==> config.mk <==
export PLATFORM = sky130hd
export DESIGN_NAME = lsm_addr_seq
export DESIGN_NICKNAME = d
export VERILOG_FILES = /design/src/rtl/lsm_pkg.sv /design/src/rtl/lsm_popcount.sv /design/src/rtl/lsm_lowest_pick.sv /design/src/rtl/lsm_addr_calc.sv /design/src/rtl/lsm_addr_seq.sv
export SDC_FILE = /design/constraint.sdc
export NUM_CORES = 1
export LEC_CHECK = 0
export BUFFER_PORTS_ARGS = -buffer_cell sky130_fd_sc_hd__buf_4
export CAP_MARGIN = 20
export CORE_MARGIN = 4
export CORE_UTILIZATION = 59
export CTS_CLUSTER_DIAMETER = 120
export DETAILED_ROUTE_END_ITERATION = 6
export GPL_TIMING_DRIVEN = 0
export PLACE_DENSITY_LB_ADDON = 0.05
export SYNTH_ARGS = -nofsm -noshare
export SYNTH_HDL_FRONTEND = slang
export SYNTH_SLANG_ARGS = --single-unit
==> constraint.sdc <==
create_clock -name clk -period 9.65 [get_ports clk]
set_input_delay 1.93 -clock clk [delete_from_list [all_inputs] [get_ports clk]]
set_output_delay 1.93 -clock clk [all_outputs]
set_load 0.005 [all_outputs]
==> src/rtl/lsm_pkg.sv <==
package lsm_pkg;

   typedef enum logic [1:0] {
      LSM_INC_AFTER  = 2'd0,
      LSM_INC_BEFORE = 2'd1,
      LSM_DEC_AFTER  = 2'd2,
      LSM_DEC_BEFORE = 2'd3
   } lsm_mode_e;

   typedef enum logic [1:0] {
      LSM_ST_IDLE   = 2'd0,
      LSM_ST_MOVE   = 2'd1,
      LSM_ST_FINISH = 2'd2
   } lsm_state_e;

endpackage

==> src/rtl/lsm_popcount.sv <==
module lsm_popcount #(
   parameter int W  = 16,
   parameter int CW = $clog2(W + 1)
) (
   input  logic [W-1:0]  vec,
   output logic [CW-1:0] cnt
);

   always_comb begin
      cnt = '0;
      for (int i = 0; i < W; i++) begin
         cnt = cnt + CW'(vec[i]);
      end
   end

endmodule

==> src/rtl/lsm_lowest_pick.sv <==
module lsm_lowest_pick #(
   parameter int W  = 16,
   parameter int IW = $clog2(W)
) (
   input  logic [W-1:0]  vec,
   output logic [W-1:0]  onehot,
   output logic [IW-1:0] idx,
   output logic          last
);

   logic found;

   always_comb begin
      found  = 1'b0;
      onehot = '0;
      idx    = '0;
      for (int i = 0; i < W; i++) begin
         if (vec[i] && !found) begin
            onehot[i] = 1'b1;
            idx       = IW'(i);
            found     = 1'b1;
         end
      end
   end

   assign last = ((vec & ~onehot) == '0);

endmodule

==> src/rtl/lsm_addr_calc.sv <==
module lsm_addr_calc
   import lsm_pkg::*;
#(
   parameter int AW         = 32,
   parameter int CW         = 5,
   parameter int WORD_BYTES = 4
) (
   input  logic [AW-1:0] base,
   input  logic [1:0]    mode,
   input  logic [CW-1:0] cnt,
   output logic [AW-1:0] base_al,
   output logic [AW-1:0] start,
   output logic [AW-1:0] wb
);

   localparam int          STEP_SH  = $clog2(WORD_BYTES);
   localparam logic [AW-1:0] STEP   = AW'(WORD_BYTES);
   localparam logic [AW-1:0] LOWMSK = AW'(WORD_BYTES - 1);

   logic [AW-1:0] span;
   lsm_mode_e     m;

   assign base_al = base & ~LOWMSK;
   assign span    = AW'(cnt) << STEP_SH;
   assign m       = lsm_mode_e'(mode);

   always_comb begin
      unique case (m)
         LSM_INC_AFTER:  start = base_al;
         LSM_INC_BEFORE: start = base_al + STEP;
         LSM_DEC_AFTER:  start = base_al - span + STEP;
         LSM_DEC_BEFORE: start = base_al - span;
         default:        start = base_al;
      endcase
      wb = mode[1] ? (base_al - span) : (base_al + span);
   end

endmodule

==> src/rtl/lsm_addr_seq.sv <==
module lsm_addr_seq
   import lsm_pkg::*;
#(
   parameter int AW         = 32,
   parameter int NREG       = 16,
   parameter int WORD_BYTES = 4,
   localparam int IW        = $clog2(NREG),
   localparam int CW        = $clog2(NREG + 1)
) (
   input  logic          clk,
   input  logic          rst_n,
   input  logic          req_valid,
   output logic          req_ready,
   input  logic [AW-1:0] req_base,
   input  logic [NREG-1:0] req_mask,
   input  logic [1:0]    req_mode,
   input  logic          req_load,
   input  logic          req_wb,
   output logic          xfer_valid,
   input  logic          xfer_ready,
   output logic [AW-1:0] xfer_addr,
   output logic [IW-1:0] xfer_reg,
   output logic          xfer_load,
   output logic          xfer_seq,
   output logic          done,
   output logic [AW-1:0] wb_value,
   output logic          wb_en
);

   localparam logic [AW-1:0] STEP = AW'(WORD_BYTES);

   generate
      if (NREG < 2 || NREG > 64) begin : g_bad_nreg
         $error("lsm_addr_seq: NREG must lie in 2..64");
      end
      if (WORD_BYTES < 2 || (WORD_BYTES & (WORD_BYTES - 1)) != 0) begin : g_bad_word
         $error("lsm_addr_seq: WORD_BYTES must be a power of two of at least 2");
      end
      if (AW < 8) begin : g_bad_aw
         $error("lsm_addr_seq: AW too small");
      end
   endgenerate

   lsm_state_e      state_q;
   logic [NREG-1:0] rem_q;
   logic [AW-1:0]   addr_q;
   logic [AW-1:0]   wb_q;
   logic            first_q;
   logic            load_q;
   logic            wben_q;

   logic [CW-1:0]   req_cnt;
   logic [AW-1:0]   calc_base;
   logic [AW-1:0]   calc_start;
   logic [AW-1:0]   calc_wb;
   logic [NREG-1:0] pick_oh;
   logic [IW-1:0]   pick_idx;
   logic            pick_last;
   logic            accept;
   logic            step_go;

   lsm_popcount #(.W(NREG), .CW(CW)) u_count (
      .vec (req_mask),
      .cnt (req_cnt)
   );

   lsm_addr_calc #(.AW(AW), .CW(CW), .WORD_BYTES(WORD_BYTES)) u_calc (
      .base    (req_base),
      .mode    (req_mode),
      .cnt     (req_cnt),
      .base_al (calc_base),
      .start   (calc_start),
      .wb      (calc_wb)
   );

   lsm_lowest_pick #(.W(NREG), .IW(IW)) u_pick (
      .vec    (rem_q),
      .onehot (pick_oh),
      .idx    (pick_idx),
      .last   (pick_last)
   );

   assign req_ready = (state_q == LSM_ST_IDLE);
   assign accept    = req_valid && req_ready;
   assign step_go   = (state_q == LSM_ST_MOVE) && xfer_ready;

   always_ff @(posedge clk) begin
      if (!rst_n) begin
         state_q <= LSM_ST_IDLE;
         rem_q   <= '0;
         addr_q  <= '0;
         wb_q    <= '0;
         first_q <= 1'b0;
         load_q  <= 1'b0;
         wben_q  <= 1'b0;
      end else begin
         unique case (state_q)
            LSM_ST_IDLE: begin
               if (accept) begin
                  rem_q   <= req_mask;
                  addr_q  <= calc_start;
                  wb_q    <= calc_wb;
                  first_q <= 1'b1;
                  load_q  <= req_load;
                  wben_q  <= req_wb;
                  state_q <= (req_mask != '0) ? LSM_ST_MOVE : LSM_ST_FINISH;
               end
            end
            LSM_ST_MOVE: begin
               if (step_go) begin
                  rem_q   <= rem_q & ~pick_oh;
                  addr_q  <= addr_q + STEP;
                  first_q <= 1'b0;
                  if (pick_last) begin
                     state_q <= LSM_ST_FINISH;
                  end
               end
            end
            LSM_ST_FINISH: begin
               state_q <= LSM_ST_IDLE;
            end
            default: state_q <= LSM_ST_IDLE;
         endcase
      end
   end

   assign xfer_valid = (state_q == LSM_ST_MOVE);
   assign xfer_addr  = addr_q;
   assign xfer_reg   = pick_idx;
   assign xfer_load  = load_q;
   assign xfer_seq   = !first_q;
   assign done       = (state_q == LSM_ST_FINISH);
   assign wb_value   = wb_q;
   assign wb_en      = wben_q;

   logic unused_base;
   assign unused_base = ^calc_base;

endmodule

==> results.sh <==
export IMPL_ctsHoldBuffers=0
export IMPL_root_buffer="clkbuf_16"
export IMPL_min_delay_path_depth=2
export IMPL_seq_area_sq_um=1620
export IMPL_final_nets=1437
export IMPL_critPathLaunchType="input pin"
export IMPL_yosysWarnings=0
export IMPL_powerDensity_nw_per_um2=204
export IMPL_async_reset_ff_frac=0
export IMPL_diodes=0
export IMPL_drive_gt1_frac=0.132
export IMPL_synth_cell_types=90
export IMPL_drcViolationCount=7
export IMPL_fin_crit_sh=0.925
export IMPL_finalSetupTns_ps=0
export IMPL_peakVddDrop_mv=0.342
export IMPL_clkLatencyLatePin_ps=360
export IMPL_ant_nets=0
export IMPL_worst_slew_pin_slew_ps=1180
export IMPL_place_worst_setup_slack_ps=552
export IMPL_grt_pass1_vias=9978
export IMPL_fin_area_sq_um=9870
export IMPL_skew_ps=9.54
export IMPL_ys_seq_area_frac=0.191
export IMPL_max_freq_ghz=0.112
export IMPL_final_max_slew_viol_count=0
export IMPL_dieWidth_um=128
export IMPL_worstSetupStartpoint="req_mask[0]"
export IMPL_p_leak_nw=3.66
export IMPL_dpl_instance_area_sq_um=9570
export IMPL_synth_edff_count=0
export IMPL_wire_per_inst_um=22.7
export IMPL_gr_usage_all_layers=0.410
export IMPL_power_share_clock=0.184
export IMPL_gp_congestion=1.02
export IMPL_fin_hold_ws_ps=452
export IMPL_hold_class="flop to flop"
export IMPL_grt_pass1_wl_um=53100
export IMPL_core_rowCount=43
export IMPL_p_int_w=0.00105
export IMPL_rr_worst_depth=9
export IMPL_cp_max_fo=9
export IMPL_path_class="input pin to flop"
export IMPL_fp_dieArea_sq_um=16400
export IMPL_status="finished with violations"
export IMPL_clkSlewWorstSetupHoldPaths_ps=70
export IMPL_multi_input_comb_area_sq_um=6320
export IMPL_violations="DRC"
export IMPL_worstReg2RegStart="state_q[0]"
export IMPL_first_iter_violations=1588
export IMPL_ys_seq_elements=81
export IMPL_mappedNetlistArea_sq_um=8510
export IMPL_core_sq_um=14000
export IMPL_fillCellCount=1217
export IMPL_syn_inst=1224
export IMPL_setup_ws_ps=723
export IMPL_cap_violations=0
export IMPL_ys_flop_type="dfxtp_1"
export IMPL_pwr_share_comb=0.591
export IMPL_vias=10700
export IMPL_cts_buffer_depth=2
export IMPL_crit_arrival_ps=9150
export IMPL_utilization=0.705
export IMPL_gr_total_overflow=0
export IMPL_relSlewSlack=0.212
export IMPL_initial_core_util=0.608
export IMPL_numCtsBuffers=9
export IMPL_htree_levels=3
export IMPL_place_hpwl_um=26300
export IMPL_setup_violations=0
export IMPL_vias_per_cell=6.99
export IMPL_dr_pass1_iters=7
export IMPL_cts_setup_buffers=0
export IMPL_cts_resized=0
export IMPL_p_sw_frac=0.481
export IMPL_rsz0062_at_grt="no"
export IMPL_die_h_um=128
export IMPL_cp_required_ps=9870
export IMPL_antenna_found_initial=0
export IMPL_hold_start="wb_value[30]"
export IMPL_crit_path_end_kind="flop"
export IMPL_port_buffers=109
export IMPL_cts_tree="done"
export IMPL_pwr_share_seq=0.224
export IMPL_area_growth_pct=16.0
export IMPL_hold_viol=0
export IMPL_grt_max_degree=16
export IMPL_routed_wl_um=34700
export IMPL_switching_power_w=0.000968
export IMPL_syn_avg_cell_area_sq_um=6.95
export IMPL_period_needed_ps=8930
export IMPL_clock_sinks=81
export IMPL_io_pins=130
==> Yosys cell counts (22+ instances only) <==
cell	instances	area share
xnor2_1	51	0.052
a21oi_1	104	0.061
nand2_1	144	0.064
nand3_1	53	0.031
nor4_1	28	0.021
xor2_1	22	0.023
o21ai_0	78	0.046
ha_1	22	0.032
nor2_1	126	0.056
inv_1	51	0.022
clkbuf_1	69	0.030
dfxtp_1	81	0.19
nor3_1	31	0.018
==> sequential cells by signal (all words and copies together), names as in the netlist <==
signal and cells:
xfer_load 1, state_q 2, first_q 1, xfer_addr 30, wb_value 30, wb_en 1, rem_q 16
==> critical path, cell delays in order <==
cell,delay (ps)
buf_4,100
inv_1,40
ha_1,280
inv_1,70
fa_1,450
fa_1,510
fa_1,530
fa_1,420
fa_1,440
fa_1,530
inv_1,110
fa_1,510
or2_1,290
a2111oi_4,800
o211a_1,240
a211oi_2,130
nor4_4,630
nand3_1,370
nor2_1,210
xor2_1,90
o41ai_1,430
==> cell type report <==
class | count | share of cell area
buffer | 91 | 0.0374
inverter | 55 | 0.0209
clock inverter | 7 | 0.00786
multi-input combinational | 1000 | 0.641
sequential | 81 | 0.164
tap | 180 | 0.0228
clock buffer | 9 | 0.0228
timing repair buffer | 109 | 0.0829
==> through the flow <==
step / cells / total power (W)
floorplan: 1227 / 0.00123
global placement: 1516 / 0.00157
detailed placement: 1516 / 0.00161
CTS: 1532 / 0.00198
global route: 1532 / 0.00213
finish: 1532 / 0.00201
==> logic make-up after synthesis <==
| group | count (synthesis) | synth area share |
|---|---|---|
| other | 1 | 0.000441 |
| AOI/OAI and AO/OA | 362 | 0.280 |
| adders and majority gates | 37 | 0.0641 |
| xor gates and xnor gates | 73 | 0.0751 |
| DFF | 81 | 0.191 |
| and+or+nand+nor | 512 | 0.308 |
| muxes | 12 | 0.0144 |
| buffers and inverters | 146 | 0.0676 |
==> layout by cell type (no fill, tap or decap), drive strengths merged, types with 12 or more instances in the layout <==
cell and instances:
nand3 54, xor2 22, nor2b 13, dfxtp 81, a21oi 105, fa 12
a211oi 16, clkbuf 78, a22oi 19, nor4 34, a31oi 20, buf 131
nor3 34, inv 56, nand2 145, nor2 127, nand4 17, o21ai 83
and3 12, o31ai 15, ha 22, xnor2 51
==> path summary, 6_finish.rpt <==
kind / end / slack [ps]
setup / recovery: xfer_addr[21] / 720
hold / removal: wb_value[30] / 450
setup reg to reg: rem_q[10] / 6370
hold reg to reg: wb_value[30] / 450
==> metal layers <==
metal / wire (um) / share of wire / vias to the layer above / global-route usage
li1: - / - / 4694 / -
met1: 12800 / 0.37 / 4928 / 0.520
met2: 15500 / 0.45 / 876 / 0.657
met3: 4040 / 0.12 / 212 / 0.0671
met4: 2290 / 0.066 / 0 / 0.237
met5: 0 / 0 / - / 0
==> power by group through the flow <==
stage	Sequential [W]	Clock (W)	Combinational, W
detailed placement	0.000457	0	0.00115
CTS	0.000450	0.000367	0.00116
global placement	0.000454	0	0.00112
finish	0.000452	0.000372	0.00119
floorplan	0.000448	0	0.000782
global route	0.000460	0.000381	0.00129
Power figures use the tool's default switching activity.
